**src/rtl/bxb_pkg.sv**
```systemverilog
package bxb_pkg;
  typedef enum logic {
    DIR_TX = 1'b0,
    DIR_RX = 1'b1
  } bxb_dir_e;

  typedef struct packed {
    logic thresh;
    logic done;
    logic tx_ovf;
    logic rx_ovf;
    logic rx_unf;
  } bxb_evt_t;
endpackage

```
**src/rtl/bxb_fifo.sv**
```systemverilog
module bxb_fifo #(
  parameter int DEPTH = 16,
  parameter int DW    = 8,
  localparam int PW   = (DEPTH > 1) ? $clog2(DEPTH) : 1,
  localparam int FW   = $clog2(DEPTH + 1)
) (
  input  logic          clk,
  input  logic          rst_n,
  input  logic          clr,
  input  logic          push,
  input  logic [DW-1:0] push_data,
  input  logic          pop,
  output logic [DW-1:0] head,
  output logic [FW-1:0] fill,
  output logic          empty,
  output logic          full
);
  localparam logic [PW-1:0] LAST = PW'(DEPTH - 1);

  logic [DW-1:0] mem [DEPTH];
  logic [PW-1:0] wptr, rptr;

  function automatic logic [PW-1:0] bump(input logic [PW-1:0] p);
    return (p == LAST) ? '0 : p + 1'b1;
  endfunction

  always_ff @(posedge clk) begin
    if (push) mem[wptr] <= push_data;
  end

  always_ff @(posedge clk or negedge rst_n) begin
    if (!rst_n) begin
      wptr <= '0;
      rptr <= '0;
      fill <= '0;
    end else if (clr) begin
      wptr <= '0;
      rptr <= '0;
      fill <= '0;
    end else begin
      if (push) wptr <= bump(wptr);
      if (pop)  rptr <= bump(rptr);
      case ({push, pop})
        2'b10:   fill <= fill + 1'b1;
        2'b01:   fill <= fill - 1'b1;
        default: fill <= fill;
      endcase
    end
  end

  assign head  = mem[rptr];
  assign empty = (fill == '0);
  assign full  = (fill == FW'(DEPTH));
endmodule

```
**src/rtl/bxb_remain.sv**
```systemverilog
module bxb_remain #(
  parameter int CW = 8
) (
  input  logic          clk,
  input  logic          rst_n,
  input  logic          load,
  input  logic [CW-1:0] load_val,
  input  logic          dec,
  output logic [CW-1:0] value
);
  always_ff @(posedge clk or negedge rst_n) begin
    if (!rst_n)                   value <= '0;
    else if (load)                value <= load_val;
    else if (dec && value != '0)  value <= value - 1'b1;
  end
endmodule

```
**src/rtl/bxb_events.sv**
```systemverilog
module bxb_events
  import bxb_pkg::*;
(
  input  logic     clk,
  input  logic     rst_n,
  input  bxb_evt_t evt_next,
  output bxb_evt_t evt_q
);
  always_ff @(posedge clk or negedge rst_n) begin
    if (!rst_n) evt_q <= '0;
    else        evt_q <= evt_next;
  end
endmodule

```
**src/rtl/byte_xfer_buffer.sv**
```systemverilog
module byte_xfer_buffer
  import bxb_pkg::*;
#(
  parameter int DEPTH      = 16,
  parameter int DW         = 8,
  parameter int CW         = 8,
  parameter int THRESH_GAP = 2
) (
  input  logic          clk,
  input  logic          rst_n,
  input  logic          ctl_dir,
  input  logic          ctl_hold,
  input  logic          ctl_clear,
  input  logic          wr_strobe,
  input  logic [DW-1:0] wr_data,
  input  logic          rd_strobe,
  output logic [DW-1:0] rd_data,
  input  logic          xsz_load,
  input  logic [CW-1:0] xsz_wdata,
  output logic [CW-1:0] xsz_value,
  output logic          eng_tx_valid,
  input  logic          eng_tx_ready,
  output logic [DW-1:0] eng_tx_data,
  input  logic          eng_rx_valid,
  output logic          eng_rx_ready,
  input  logic [DW-1:0] eng_rx_data,
  output logic          bus_stall,
  output logic          rx_avail,
  output logic          ev_thresh,
  output logic          ev_done,
  output logic          ev_tx_ovf,
  output logic          ev_rx_ovf,
  output logic          ev_rx_unf
);
  localparam int FW         = $clog2(DEPTH + 1);
  localparam int THRESH_LVL = DEPTH - THRESH_GAP;

  logic          rx_mode;
  logic [DW-1:0] head;
  logic [FW-1:0] fill_lvl;
  logic          empty, full;
  logic          wr_ok, wr_drop, eng_pop, rd_ok, rd_unf;
  logic          rx_in, rx_ok, rx_drop;
  logic          push, pop;
  logic [DW-1:0] push_data;
  logic [CW-1:0] remain;
  bxb_evt_t      evt_next, evt_q;

  assign rx_mode = (bxb_dir_e'(ctl_dir) == DIR_RX);

  // Qualified transfers; a clear strobe wins over everything else
  assign wr_ok   = !rx_mode && wr_strobe && !full  && !ctl_clear;
  assign wr_drop = !rx_mode && wr_strobe &&  full  && !ctl_clear;
  assign eng_pop = eng_tx_valid && eng_tx_ready && !ctl_clear;
  assign rd_ok   =  rx_mode && rd_strobe && !empty && !ctl_clear;
  assign rd_unf  =  rx_mode && rd_strobe &&  empty && !ctl_clear;
  assign rx_in   =  rx_mode && eng_rx_valid && !ctl_clear;
  assign rx_ok   = rx_in && !full;
  assign rx_drop = rx_in &&  full;

  assign push      = wr_ok | rx_ok;
  assign pop       = eng_pop | rd_ok;
  assign push_data = rx_mode ? eng_rx_data : wr_data;

  bxb_fifo #(.DEPTH(DEPTH), .DW(DW)) u_fifo (
    .clk       (clk),
    .rst_n     (rst_n),
    .clr       (ctl_clear),
    .push      (push),
    .push_data (push_data),
    .pop       (pop),
    .head      (head),
    .fill      (fill_lvl),
    .empty     (empty),
    .full      (full)
  );

  bxb_remain #(.CW(CW)) u_remain (
    .clk      (clk),
    .rst_n    (rst_n),
    .load     (xsz_load),
    .load_val (xsz_wdata),
    .dec      (rx_ok),
    .value    (remain)
  );

  always_comb begin
    evt_next        = '0;
    evt_next.thresh = rx_ok && !rd_ok && (fill_lvl == FW'(THRESH_LVL - 1));
    evt_next.done   = (rx_ok && !xsz_load && remain == CW'(1)) ||
                      (eng_pop && !wr_ok && fill_lvl == FW'(1));
    evt_next.tx_ovf = wr_drop;
    evt_next.rx_ovf = rx_drop;
    evt_next.rx_unf = rd_unf;
  end

  bxb_events u_events (
    .clk      (clk),
    .rst_n    (rst_n),
    .evt_next (evt_next),
    .evt_q    (evt_q)
  );

  assign eng_tx_valid = !rx_mode && !empty;
  assign eng_tx_data  = head;
  assign eng_rx_ready = rx_mode && !full;
  assign rd_data      = (rx_mode && !empty) ? head : '0;
  assign rx_avail     = rx_mode && !empty;
  assign xsz_value    = rx_mode ? remain : CW'(fill_lvl);
  assign bus_stall    = ctl_hold && (rx_mode ? full : empty);

  assign ev_thresh = evt_q.thresh;
  assign ev_done   = evt_q.done;
  assign ev_tx_ovf = evt_q.tx_ovf;
  assign ev_rx_ovf = evt_q.rx_ovf;
  assign ev_rx_unf = evt_q.rx_unf;
endmodule

```
**config.mk**
```make
export PLATFORM = sky130hd
export DESIGN_NAME = byte_xfer_buffer
export DESIGN_NICKNAME = d
export VERILOG_FILES = /design/src/rtl/bxb_pkg.sv /design/src/rtl/bxb_fifo.sv /design/src/rtl/bxb_remain.sv /design/src/rtl/bxb_events.sv /design/src/rtl/byte_xfer_buffer.sv
export SDC_FILE = /design/constraint.sdc
export NUM_CORES = 1
export LEC_CHECK = 0
export ABC_AREA = 1
export BUFFER_PORTS_ARGS = -buffer_cell sky130_fd_sc_hd__buf_2
export CORE_MARGIN = 3
export CORE_UTILIZATION = 59
export CTS_CLUSTER_SIZE = 40
export DETAILED_ROUTE_END_ITERATION = 10
export PLACE_DENSITY_LB_ADDON = 0.12
export SYNTH_ARGS = -nofsm -noshare
export SYNTH_HDL_FRONTEND = slang
export SYNTH_SLANG_ARGS = --single-unit
```
**constraint.sdc**
```tcl
create_clock -name clk -period 2.35 [get_ports clk]
set_input_delay 0.3525 -clock clk [delete_from_list [all_inputs] [get_ports clk]]
set_output_delay 0.3525 -clock clk [all_outputs]
set_load 0.01 [all_outputs]
```
# Word-level counts from Yosys, hierarchy flattened
# Memories as Yosys holds them, arrays and structs flattened.
# Cells that the tools add are included.
# W data, S select, Z words.
dict set report totals {
  ramBits 128
  mem_count 1
  ff_bits 26
  in_bits 34
  out_inout_bits 33
  elab_cells 82
}
dict set report classes {
  bitwise_logic 2
  n_addsub 5
  reduce_logical 41
  n_eq_ne 8
  n_mux 16
}
# name words word_bits read_ports rd_clocked_by_memory_dff wr line_no
set memory_table {}
lappend memory_table {u_fifo.mem 16 8 1 0 1 bxb_fifo.sv:20} ;# logic [DW-1:0] mem [DEPTH];
# op n
set op_table {}
lappend op_table {{$mux W8} 5}
lappend op_table {{$logic_and A1 B1 Y1} 27}
lappend op_table {{$mux W4} 6}
lappend op_table {{$pmux W5 S2} 1}
lappend op_table {{$add A4 B1 Y4 const B} 2}
lappend op_table {{$eq A4 B4 Y1 const B} 2}
lappend op_table {{$eq A8 B1 Y1 const B} 1}
lappend op_table {{$reduce_bool A8 Y1} 1}
lappend op_table {{$sub A8 B1 Y8 const B} 1}
lappend op_table {{$logic_not A1 Y1} 7}
lappend op_table {{$reduce_bool A2 Y1} 3}
lappend op_table {{$add A5 B1 Y5 const B} 1}
lappend op_table {{$eq A5 B1 Y1 const B} 1}
lappend op_table {{$eq A5 B4 Y1 const B} 1}
lappend op_table {{$eq A5 B5 Y1 const B} 1}
lappend op_table {{$logic_not A5 Y1} 1}
lappend op_table {{$mux W5} 1}
lappend op_table {{$sub A5 B1 Y5 const B} 1}
lappend op_table {{$mux W1} 3}
lappend op_table {{$reduce_bool A3 Y1} 1}
lappend op_table {{$eq A2 B1 Y1 const B} 1}
lappend op_table {{$eq A2 B2 Y1 const B} 1}
lappend op_table {{$or A1 B1 Y1} 2}
lappend op_table {{$logic_or A1 B1 Y1} 1}

# Longest topological paths before layout
# Gate-level depths: netlist (run 1).
dict set report depth {
  depth_word 9
  depth_mapped 12
  mapped_depth_nobuf 11
}

# Modules after synthesis
# Synthesis (run 1) repeated with hierarchy kept, for this count alone.
dict set report hier_totals {
  hier_cells 692
  area_unflattened_um2 7066.8
}
# mod seq_area_each_um2 instances area_per_inst_um2 cells_each
set modules_own_cells {}
lappend modules_own_cells {bxb_fifo 4169.0 1 5896.9 492}
lappend modules_own_cells {bxb_remain 200.2 1 621.8 90}
lappend modules_own_cells {byte_xfer_buffer 0.0 1 422.9 105}
lappend modules_own_cells {bxb_events 125.1 1 125.1 5}

# Worst setup path before layout (run 1)
# Ideal clock, no wire load.
dict set report synth_path {
  kind {register to register}
  start {register u_fifo.fill[0]}
  end {memory u_fifo.mem[4][0] (enable)}
  t_required_ps 1980
  t_arrival_ps 1566
  synth_period_minus_slack_ps 1936
  setup_time_ps 370
  path_stages_with_launch 8
  setup_slack_ps 414
  path_buffers 0
  cell_sequence {dfrtp_1 -> inv_1 -> ha_1 -> nand3_4 -> nand2_2 -> nand2_4 -> nand2_1 -> nor2_1}
}
dict set report synth_via {
  elab_chain_len 7
  elab_cells_between_ends 8
  classes_between {eq/ne: 1; mux: 2; bitwise: 1; reduce/logical: 4}
}
# item line_no
set synth_rtl {}
lappend synth_rtl {{start: declaration} bxb_fifo.sv:14} ;# output logic [FW-1:0] fill,
lappend synth_rtl {{start signal: assignment} bxb_fifo.sv:44} ;# 2'b10: fill <= fill + 1'b1;
lappend synth_rtl {{start signal: assignment} bxb_fifo.sv:45} ;# 2'b01: fill <= fill - 1'b1;
lappend synth_rtl {{start signal: assignment} bxb_fifo.sv:46} ;# default: fill <= fill;
lappend synth_rtl {{$eq A5 B5 Y1 (*)} bxb_fifo.sv:53} ;# assign full = (fill == FW'(DEPTH));
lappend synth_rtl {{$logic_not A1 Y1 (*)} {byte_xfer_buffer.sv:52, byte_xfer_buffer.sv:58}}
lappend synth_rtl {{$logic_and A1 B1 Y1 (2 in a row)} byte_xfer_buffer.sv:52} ;# assign wr_ok = !rx_mode && wr_strobe && !full && !ctl_clear;
lappend synth_rtl {{$or A1 B1 Y1 (*)} byte_xfer_buffer.sv:61} ;# assign push = wr_ok | rx_ok;
lappend synth_rtl {{$mux W1 (*)} bxb_fifo.sv:28} ;# if (push) mem[wptr] <= push_data;
lappend synth_rtl {{$mux W1 (implied by the code) (*)} bxb_fifo.sv:28}
lappend synth_rtl {{end: declaration} bxb_fifo.sv:20}
# Mark *: on every way between the ends. The rest lies on a longest branch, timed or not.

# Final worst setup path (run 1)
dict set report layout_path {
  start {register u_fifo.rptr[0]}
  end {output rd_data[3]}
}
dict set report layout_via {
  elab_chain_len 2
}
# item line_no
set layout_rtl {}
lappend layout_rtl {{start: declaration} bxb_fifo.sv:21} ;# logic [PW-1:0] wptr, rptr;
lappend layout_rtl {{start signal: assignment} bxb_fifo.sv:42} ;# if (pop) rptr <= bump(rptr);
lappend layout_rtl {{$mem_v2 Z16 W8} -}
lappend layout_rtl {{$mux W8} byte_xfer_buffer.sv:107} ;# assign rd_data = (rx_mode && !empty) ? head : '0;
lappend layout_rtl {{end: declaration} byte_xfer_buffer.sv:17} ;# output logic [DW-1:0] rd_data,
# Every way passes these cells.

==> reports/results.tsv, run 1 <==
metric	value	unit
I/O Buffers	66	
CTS Sinks	154	
Yosys reg bits	154	
worst skew pair latency	420	ps
RSZ-0062 raised after global routing	yes	
DRC	0	
number of CTS-inserted buffers	17	
Total Routing Usage GR	0.2727	
first-pass GRT wire length	26990	µm
worst-margin pin slew	722.8	ps
Setup Skew	5.742	ps
area of the multi-input gates	0.002626	mm²
initial DRC count	551	
share of layout cells above drive strength 1	0.2980	
Pwr Density	829.3	mW/mm²
width of the chip	115.8	µm
vias in the first global route	5074	
H-tree levels	4	
VDD IR-drop max	0.0004410	V
Slew HR	0.5169	
placed cells	892	
post-synthesis cell count	685	
Hold Vio Cnt, Final	0	
ranking of synthesized cells by area	edfxtp_1, nand2_1, dfrtp_1	
Clk pin slew, worst setup/hold paths	60	ps
Clock Tree Buf Depth	2	
Crit. End Element	primary output	
PnR worst setup slack	-39.13	ps
grt ovf	0	
Synth cell types	38	
status	finished, violations left	
Tmin final	2389	ps
largest net degree at the start of global routing	51	
Seq/Total Area, Yosys	0.6318	
HPWL after DPL	11430	µm
Critical Path RT	2000	ps
violated checks	setup timing	
Vias/cell	5.867	
Max Cap Viol	0	
ys async rst share	0.1688	
Tcrit/Tclk final	1.017	
die area	0.01341	mm²
leakage	3.542	nW
Root Driver	clkbuf_16	
synthesized cell area	0.007113	mm²
area share of the largest cell type after synthesis	0.5404	
register area	0.004497	mm²
yosys warns	0	
hold crit path type	in -> reg	
crit path max fanout	11	
vias after detailed routing	5486	
initial antenna violation count	0	
Post-Layout Cell Count	935	
Layout Area Growth over Synthesis	23.62	%
first-pass detailed-route iteration total	5	
Post-synth EDFFs	128	
Core Area	0.01161	mm²
Die Y	115.8	µm
Ant. Diodes	0	
Slew Limit Fails	0	
Routed WL	18290	µm
FP Rows	39	
Mapped Nets	731	
Final Wtd Congestion	0.9204	
Crit Path Class	reg -> out	
final net count	826	
top_reg_cell synth	edfxtp_1	
TNS Setup	-51.10	ps
Initial Utilization	0.6125	
Critical Path AT	2040	ps
wire length per cell	19.56	µm
Synth area leader	edfxtp_1	
antenna-violating nets left	0	
CTS tree	yes	
Fill cells	754	
final setup vio count	3	
Startpoint Class	flop	
highest clock rate	418.6	MHz
Top-Level Pins	67	
average size of a mapped cell	10.38	µm²
[state kept, by name, summed over array words and instances, names as in the netlist]
signal and count:
u_events.evt_q 5, u_fifo.fill 5, u_fifo.mem 128, u_fifo.rptr 4, u_fifo.wptr 4, u_remain.value 8
[cells in the mapped netlist, types with 2 or more instances]
library cell	n
buf_6	2
nor2_2	3
nand3_1	31
buf_2	16
nand2_1	179
edfxtp_1	128
inv_2	8
inv_1	29
clkbuf_1	8
a31oi_1	8
a21oi_1	28
buf_4	4
nand2_4	5
nand4_1	3
or2_2	2
o21ai_0	59
clkinv_1	2
o22ai_1	11
dfrtp_1	26
nor2_1	67
nand2_2	5
xor2_1	8
nor3_1	5
nand3_4	5
ha_1	12
o21ai_1	19
[repair_timing]
action	in CTS	in global routing
pin swaps	1	14
hold buffers	1	0
resized for setup	25	90
setup buffers	0	3
gates cloned	1	7
endpoints found under the setup margin	12	15
hold endpoints to repair	26	0
[where the power goes]
group          total (mW)  internal (mW)  switching (mW)
combinational        1.76          0.664            1.10
sequential           3.16           3.06          0.0953
clock                2.37           1.33            1.04
[metrics by stage]
| stage | power, mW | instance area [µm²] | worst slack (ps) | hold slack [ps] | util |
|---|---|---|---|---|---|
| 6_report | 7.292 | 8793 | -39.13 | 141.1 | 0.7572 |
| 5_1_grt | 7.591 | 8793 | -83.40 | 165.0 | 0.7572 |
| 4_1_cts | 7.060 | 8317 | -9.305 | 121.3 | 0.7161 |
| 3_5_place_dp | 4.629 | 7700 | 253.1 | 407.2 | 0.6630 |
| 3_3_place_gp | 4.596 | 7700 | 323.2 | 407.0 | 0.6630 |
| 2_1_floorplan | 4.156 | 7113 | 414.1 | 56.91 | - |
[layer usage]
layer  global-route usage  wire length [µm]  vias to the layer above  share of wire
li1                     -                 -                     2553              -
met5                    0                 0                        -              0
met3              0.05901              1397                       56          0.076
met4               0.1353               779                        0          0.043
met1               0.3581              7134                     2594           0.39
met2               0.4338              8979                      283           0.49
[path summary, 6_finish.rpt]
kind                                             from  slack (ps)  cells after the start                       endpoint
max in group asynchronous                       rst_n        1390                      2     u_fifo.rptr[1]$_DFFE_PN0P_
setup reg to reg           u_fifo.fill[0]$_DFFE_PN0P_         260                      8     u_fifo.mem[0][2]$_DFFE_PP_
hold / removal                           xsz_wdata[2]         140                      3  u_remain.value[2]$_DFFE_PN0P_
min in group asynchronous                       rst_n         500                      2  u_remain.value[6]$_DFFE_PN0P_
hold reg to reg            u_fifo.fill[0]$_DFFE_PN0P_         580                      2     u_fifo.fill[0]$_DFFE_PN0P_
setup / recovery           u_fifo.rptr[0]$_DFFE_PN0P_         -40                      7                     rd_data[3]
[final cells by class]
| class | instances | share of cell area |
|---|---|---|
| clock buffer | 19 | 0.04923 |
| clock inverter | 12 | 0.008964 |
| inverter | 39 | 0.01764 |
| multi-input combinational | 461 | 0.2987 |
| sequential | 154 | 0.5114 |
| tap | 143 | 0.02035 |
| timing repair buffer | 107 | 0.09377 |
[cell usage in the layout, fill, tap and decap left out, types with 12 or more instances in the layout]
master     instances
inv_1             27
a21oi_1           15
nand2_2           15
o21ai_0           37
buf_2             66
edfxtp_1         128
o21ai_1           24
nand3_1           25
a21oi_2           14
ha_1              12
o21ai_2           15
buf_4             23
clkbuf_16         22
dfrtp_1           24
nand2_1          164
nor2_1            61
[worst max-delay path: stages, from the launching register on]
cell and delay, ps:
dfrtp_2 490, inv_8 150, clkbuf_16 190, nor2_1 60
o22ai_1 270, o21ai_1 150, a21oi_1 160, buf_2 150
[cell families (layout without fill, tap and decap cells)]
logic type | Yosys count | count (layout) | share of synthesized area
AND/OR/NAND/NOR | 308 | 308 | 0.1919
flip-flops | 154 | 154 | 0.6318
AO/OA/AOI/OAI | 131 | 131 | 0.09868
buffers and inverters | 70 | 177 | 0.04398
adder cells (fa/ha/maj) | 12 | 12 | 0.02111
XOR/XNOR | 9 | 9 | 0.01108
multiplexers | 1 | 1 | 0.001407
Note: power is estimated with default switching activity, not from simulation.
==> inputs of run 2 (changes only) <==
Settings changed: CELL_PAD_IN_SITES_DETAIL_PLACEMENT set to 1, CELL_PAD_IN_SITES_GLOBAL_PLACEMENT set to 1, CORE_UTILIZATION 59 to 47, HOLD_SLACK_MARGIN set to 0.03, RECOVER_POWER set to 100.
==> run 2 against run 1 <==
The run ends with capacitance limit, slew limit, setup timing left. Clock skew grew 4.7 ps. Utilization shrank 14 points. Global-route usage grew 0.25 points. Die area grew 24%. Clock power grew 13%. Non-clock buffer count grew 9. Highest routed layer unchanged. Critical endpoint is now rd_data[0]. Largest cell class unchanged. Sequential cell count is the same. Wire length grew 25%. Critical path depth grew 1. Power grew 7.5%. First-iteration DRC count grew 2.0%.
==> reports/results.tsv, run 2 (synthesis gave the netlist of run 1 again) <==
metric	value	unit	change
status	finished, violations left		unchanged
violated checks	capacitance limit, slew limit, setup timing		was setup timing
top sig layer	met4		unchanged
grt ovf	0		unchanged
Tmin final	2485	ps	was 2389 ps
Top-Level Pins	67		unchanged
worst skew pair latency	430	ps	was 420 ps
PnR worst setup slack	-134.8	ps	was -39.13 ps
hold crit path type	in -> reg		unchanged
vias in the first global route	6036		was 5074
width of the chip	129.0	µm	was 115.8 µm
Worst Setup SP	u_fifo.rptr[0]$_DFFE_PN0P_		unchanged
initial DRC count	562		was 551
Layout Area Growth over Synthesis	27.79	%	was 23.62%
Setup Slack @ Placement	279.5	ps	was 253.1 ps
reg2reg end	u_fifo.mem[4][1]$_DFFE_PP_		was u_fifo.mem[0][2]$_DFFE_PP_
Vias/cell	5.788		was 5.867
crit path max fanout	10		was 11
RSZ-0062 raised after global routing	yes		unchanged
share of layout cells above drive strength 1	0.3167		was 0.2980
Pwr Density	862.3	mW/mm²	was 829.3 mW/mm²
H-tree levels	4		unchanged
number of CTS-inserted buffers	17		unchanged
Core Area	0.01464	mm²	was 0.01161 mm²
DP Area	0.007751	mm²	was 0.007700 mm²
Initial Utilization	0.4857		was 0.6125
Routed WL	22910	µm	was 18290 µm
cells along the critical path	inv_8 > buf_4 > clkbuf_16 > o21ai_0 > o22ai_1 > o21ai_2 > a21oi_2 > buf_2		was inv_8 > clkbuf_16 > nor2_1 > o22ai_1 > o21ai_1 > a21oi_1 > buf_2
met2 WL post-DR	12230	µm	was 8979 µm
Setup Skew	10.41	ps	was 5.742 ps
Clk pin slew, worst setup/hold paths	60	ps	about the same
max FFs per register	128		unchanged
slowest stage delay, CP	470	ps	was 490 ps
Final Wtd Congestion	0.8389		was 0.9204
Hold Vio Cnt, Final	0		unchanged
largest net degree at the start of global routing	27		was 51
final setup vio count	11		was 3
Ant. Diodes	0		unchanged
leakage	3.659	nW	was 3.542 nW
Root Driver	clkbuf_16		unchanged
Slew HR	-0.07179		was 0.5169
wire length per cell	23.24	µm	was 19.56 µm
Total Routing Usage GR	0.2752		was 0.2727
Clock Tree Buf Depth	2		unchanged
Max Cap Viol	1		was 0
Crit Path Class	reg -> out		unchanged
first-pass GRT wire length	34000	µm	was 26990 µm
CTS Sinks	154		unchanged
initial antenna violation count	0		unchanged
Critical Path RT	2000	ps	about the same
I/O Buffers	66		unchanged
HPWL after DPL	13510	µm	was 11430 µm
worst-margin pin slew	1608	ps	was 722.8 ps
Crit. End Element	primary output		unchanged
commonest non-fill, non-tap cells in the layout	nand2_1, edfxtp_1, buf_2, nor2_1, o21ai_1		was nand2_1, edfxtp_1, buf_2, nor2_1, o21ai_0
wire length on met3	1224	µm	was 1397 µm
Top reg by flops	u_fifo.mem		unchanged
Worst R2R Setup Slack	390	ps	was 260 ps
final net count	835		was 826
DRC	0		unchanged
Critical Path Sink	rd_data[0]		was rd_data[3]
FP Rows	44		was 39
Startpoint Class	flop		unchanged
die area	0.01665	mm²	was 0.01341 mm²
antenna-violating nets left	0		unchanged
Critical Path AT	2130	ps	was 2040 ps
Reg2Reg Launch Point	u_fifo.fill[1]$_DFFE_PN0P_		was u_fifo.fill[0]$_DFFE_PN0P_
highest clock rate	402.4	MHz	was 418.6 MHz
CTS tree	yes		unchanged
VDD IR-drop max	0.0005835	V	was 0.0004410 V
vias after detailed routing	5707		was 5486
Top Registers	u_fifo.mem (128), u_remain.value (8)		unchanged
M1 WL	8915	µm	was 7134 µm
first-pass detailed-route iteration total	5		unchanged
commonest non-fill, non-tap cell in the layout	nand2_1		unchanged
R2R depth	8		unchanged
Slew Limit Fails	27		was 0
slowest CP cell	dfrtp_2		unchanged
Tcrit/Tclk final	1.057		was 1.017
final instance area	0.009090	mm²	was 0.008793 mm²
Die Y	129.0	µm	was 115.8 µm
[run 2: worst min-delay path by stage]
| stage | start | to | slack [ps] | cells after the start |
|---|---|---|---|---|
| after CTS | xsz_wdata[2] | u_remain.value[2]$_DFFE_PN0P_ | 130 | 3 |
| after global routing | xsz_wdata[2] | u_remain.value[2]$_DFFE_PN0P_ | 130 | 3 |
| final | xsz_wdata[2] | u_remain.value[2]$_DFFE_PN0P_ | 140 | 3 |
| after detailed placement | rst_n | u_remain.value[7]$_DFFE_PN0P_ | 420 | 1 |
| after floorplan | rst_n | u_events.evt_q[0]$_DFF_PN0_ | 60 | 0 |
| after global placement | rst_n | u_remain.value[7]$_DFFE_PN0P_ | 420 | 1 |
[run 2: routing by layer]
| layer | up-vias | track usage |
|---|---|---|
| li1 | 2566 | - |
| met1 | 2872 | 0.3243 |
| met2 | 229 | 0.4954 |
| met3 | 40 | 0.05029 |
| met4 | 0 | 0.1130 |
| met5 | - | 0 |
[run 2: through the flow]
step / power (mW) / utilization / cells / hold slack (ps) / TNS, ps
after floorplan: 4.156 / - / 685 / 56.91 / 0
after global placement: 4.612 / 0.5293 / 933 / 423.2 / 0
after detailed placement: 4.680 / 0.5293 / 933 / 423.5 / 0
after CTS: 7.605 / 0.5969 / 979 / 130.8 / -251.6
after global routing: 8.167 / 0.6207 / 986 / 131.1 / -1412
final: 7.838 / 0.6207 / 986 / 142.6 / -483.6
[run 2: worst max-delay path, delay by kind of cell (launching register included)]
family	cells	cell delay [ps]
AOI/OAI and AO/OA	4	660
DFF	1	470
buffers and inverters	4	580
[run 2: area by class of cell]
type / instances / area, µm²
clock buffer: 19 / 432.9
clock inverter: 13 / 128.9
fill: 1579 / 5554
inverter: 39 / 153.9
multi-input combinational: 461 / 2669
sequential: 154 / 4497
tap: 184 / 230.2
timing repair buffer: 116 / 978.4
[run 2: timing repair]
action / CTS / global route
gates resized for setup: 61 / 90
buffers inserted: 7 / 5
hold endpoints to repair: 26 / 0
cloned: 6 / 4
endpoints found under the setup margin: 14 / 17
pin swaps: 12 / 22
hold buffers: 1 / 0
[run 2: where the power goes]
part / total, mW / internal (mW) / leakage (nW) / switching, mW
combinational: 2.01 / 0.781 / 1.89 / 1.23
clock: 2.67 / 1.55 / 0.272 / 1.12
sequential: 3.15 / 3.06 / 1.50 / 0.0908
total: 7.84 / 5.40 / 3.66 / 2.44
==> inputs of run 3 (changes only) <==
==> constraint.sdc (replaced) <==
create_clock -name clk -period 2.35 [get_ports clk]
set_input_delay 0.1175 -clock clk [delete_from_list [all_inputs] [get_ports clk]]
set_output_delay 0.1175 -clock clk [all_outputs]
set_load 0.01 [all_outputs]
==> run 3 against run 2 <==
The run still ends with capacitance limit, slew limit, setup timing left. Fmax is 5.7% higher. Critical path type unchanged. Global-route usage is 1.7 points lower. Highest routed layer unchanged. Clock skew down 1.6 ps. Sequential power is essentially flat. Register-to-register slack got worse by 220 ps. Sequential share of layout area rose by 3.7 points.
==> reports/results.tsv, run 3 (synthesis gave the netlist of run 1 again) <==
metric	value	unit	change
most used cell, CP	a21oi_1		
final net count	846		was 835
Top reg by flops	u_fifo.mem		unchanged
Die Y	129.0	µm	unchanged
VDD IR-drop max	0.0005211	V	was 0.0005835 V
Worst Setup SP	u_fifo.rptr[1]$_DFFE_PN0P_		was u_fifo.rptr[0]$_DFFE_PN0P_
violated checks	capacitance limit, slew limit, setup timing		unchanged
highest clock rate	425.4	MHz	was 402.4 MHz
worst-margin pin slew	1538	ps	was 1608 ps
slowest CP cell	dfrtp_2		unchanged
PnR worst setup slack	-0.7654	ps	was -134.8 ps
initial antenna violation count	0		unchanged
Ant. Diodes	0		unchanged
Setup Slack @ Placement	258.9	ps	was 279.5 ps
crit path max fanout	6		was 10
number of CTS-inserted buffers	17		unchanged
hold crit path type	in -> reg		unchanged
Vias/cell	5.581		was 5.788
Core Area	0.01464	mm²	unchanged
commonest non-fill, non-tap cell in the layout	nand2_1		unchanged
Tcrit/Tclk final	1.000		was 1.057
Top-Level Pins	67		unchanged
Slew HR	-0.02501		was -0.07179
Pwr Density	851.9	mW/mm²	was 862.3 mW/mm²
width of the chip	129.0	µm	unchanged
reg2reg end	u_fifo.mem[3][3]$_DFFE_PP_		was u_fifo.mem[4][1]$_DFFE_PP_
worst skew pair latency	430	ps	about the same
FP Rows	44		unchanged
cells along the critical path	nand2_4 > clkinvlp_4 > nand3_1 > nand2_1 > a21oi_1 > o21ai_1 > a21oi_1 > clkbuf_1		was inv_8 > buf_4 > clkbuf_16 > o21ai_0 > o22ai_1 > o21ai_2 > a21oi_2 > buf_2
Final Wtd Congestion	0.8375		was 0.8389
CTS tree	yes		unchanged
HPWL after DPL	14040	µm	was 13510 µm
commonest non-fill, non-tap cells in the layout	nand2_1, edfxtp_1, nor2_1, o21ai_0, buf_2		was nand2_1, edfxtp_1, buf_2, nor2_1, o21ai_1
Max Cap Viol	1		unchanged
largest net degree at the start of global routing	44		was 27
critical path depth in cells	8		unchanged
share of layout cells above drive strength 1	0.1771		was 0.3167
max FFs per register	128		unchanged
antenna-violating nets left	0		unchanged
slowest stage delay, CP	480	ps	was 470 ps
delay-heaviest family, CP	compound AO/OA/AOI/OAI gates		unchanged
leakage	3.403	nW	was 3.659 nW
CTS Sinks	154		unchanged
status	finished, violations left		unchanged
first-pass GRT wire length	32200	µm	was 34000 µm
Top Registers	u_fifo.mem (128), u_remain.value (8)		unchanged
total design power	7.211	mW	was 7.838 mW
Routed WL	20870	µm	was 22910 µm
Worst R2R Setup Slack	170	ps	was 390 ps
vias in the first global route	5961		was 6036
Initial Utilization	0.4857		unchanged
Tmin final	2351	ps	was 2485 ps
Clock Tree Buf Depth	2		unchanged
Total Routing Usage GR	0.2581		was 0.2752
crit path buf inv count	2		was 4
Critical Path RT	2230	ps	was 2000 ps
Slew Limit Fails	27		unchanged
final setup vio count	1		was 11
grt ovf	0		unchanged
Hold Vio Cnt, Final	0		unchanged
Critical Path Sink	rd_data[3]		was rd_data[0]
Layout Area Growth over Synthesis	19.00	%	was 27.79%
wire length per cell	20.93	µm	was 23.24 µm
first-pass detailed-route iteration total	5		unchanged
Startpoint Class	flop		unchanged
DRC	0		unchanged
Root Driver	clkbuf_16		unchanged
final instance area	0.008464	mm²	was 0.009090 mm²
Crit. End Element	primary output		unchanged
H-tree levels	4		unchanged
Core Util, Final	0.5780		was 0.6207
vias after detailed routing	5564		was 5707
Setup Skew	8.844	ps	was 10.41 ps
Clk pin slew, worst setup/hold paths	60	ps	about the same
Critical Path AT	2230	ps	was 2130 ps
Reg2Reg Launch Point	u_fifo.fill[0]$_DFFE_PN0P_		was u_fifo.fill[1]$_DFFE_PN0P_
initial DRC count	495		was 562
I/O Buffers	66		unchanged
DP Area	0.007764	mm²	was 0.007751 mm²
die area	0.01665	mm²	unchanged
Crit Path Class	reg -> out		unchanged
R2R depth	8		unchanged
[run 3: cell count changes in the layout (fill, tap and decap cells not counted), moves of 10 or more]
cell / previous run / this run
nand2_1: 164 / 185
clkbuf_2: 0 / 12
o21ai_1: 35 / 20
o21ai_0: 22 / 58
a21oi_1: 12 / 28
dlygate4sd3_1: 1 / 12
nand2_4: 14 / 3
nand2_2: 11 / 1
buf_2: 64 / 48
clkbuf_1: 3 / 29
o21ai_2: 22 / 1
a21oi_2: 16 / 1
buf_4: 30 / 17
[run 3: metal layers]
metal | routed length, µm | global-route usage
met2 | 10940 | 0.4564
met3 | 977 | 0.04740
met4 | 486 | 0.08894
met1 | 8463 | 0.3192
met5 | 0 | 0
[run 3: repair_timing]
item / in CTS / in global routing
hold endpoints to repair: 34 / 0
pin swaps: 0 / 2
hold buffers: 12 / 0
endpoints found under the setup margin: 11 / 12
setup buffers: 3 / 11
cloned: 0 / 1
resized for setup: 6 / 19
[run 3: stage by stage]
stage	setup TNS (ps)	cells	hold slack (ps)
after CTS	0	985	38.96
after detailed placement	0	938	172.5
after global routing	-157.2	997	57.25
after global placement	0	938	168.1
after floorplan	0	685	-178.1
final	-0.7654	997	47.12
[run 3: layout make-up]
cell class              count  area [µm²]
clock inverters            15       116.4
repair buffers            126       747.0
multi-input cells         461        2280
well taps                 184       230.2
fillers                  1625        6180
clock buffers              17       425.4
flip-flops and latches    154        4497
inverters                  39       161.4
repair inverters            1       7.507
[run 3: worst min-delay path by stage]
stage                               endpoint         start  slack [ps]  depth (start not counted)
6_report       u_remain.value[0]$_DFFE_PN0P_  xsz_wdata[0]          50                          5
5_1_grt        u_remain.value[0]$_DFFE_PN0P_  xsz_wdata[0]          60                          5
4_1_cts        u_remain.value[0]$_DFFE_PN0P_  xsz_wdata[0]          40                          5
3_5_place_dp   u_remain.value[6]$_DFFE_PN0P_         rst_n         170                          1
3_3_place_gp   u_remain.value[6]$_DFFE_PN0P_         rst_n         170                          1
2_1_floorplan    u_events.evt_q[0]$_DFF_PN0_         rst_n        -180                          0
[run 3: power breakdown]
group / switching (mW) / internal (mW) / leakage (nW)
clock: 1.16 / 1.36 / 0.262
combinational: 1.02 / 0.501 / 1.64
sequential: 0.0944 / 3.06 / 1.50
total: 2.28 / 4.93 / 3.40
[run 3: worst min-delay path, stage by stage]
cell and delay (ps):
buf_2 70, nand2_1 50, o21ai_0 70, nand2_1 60, o21ai_1 60
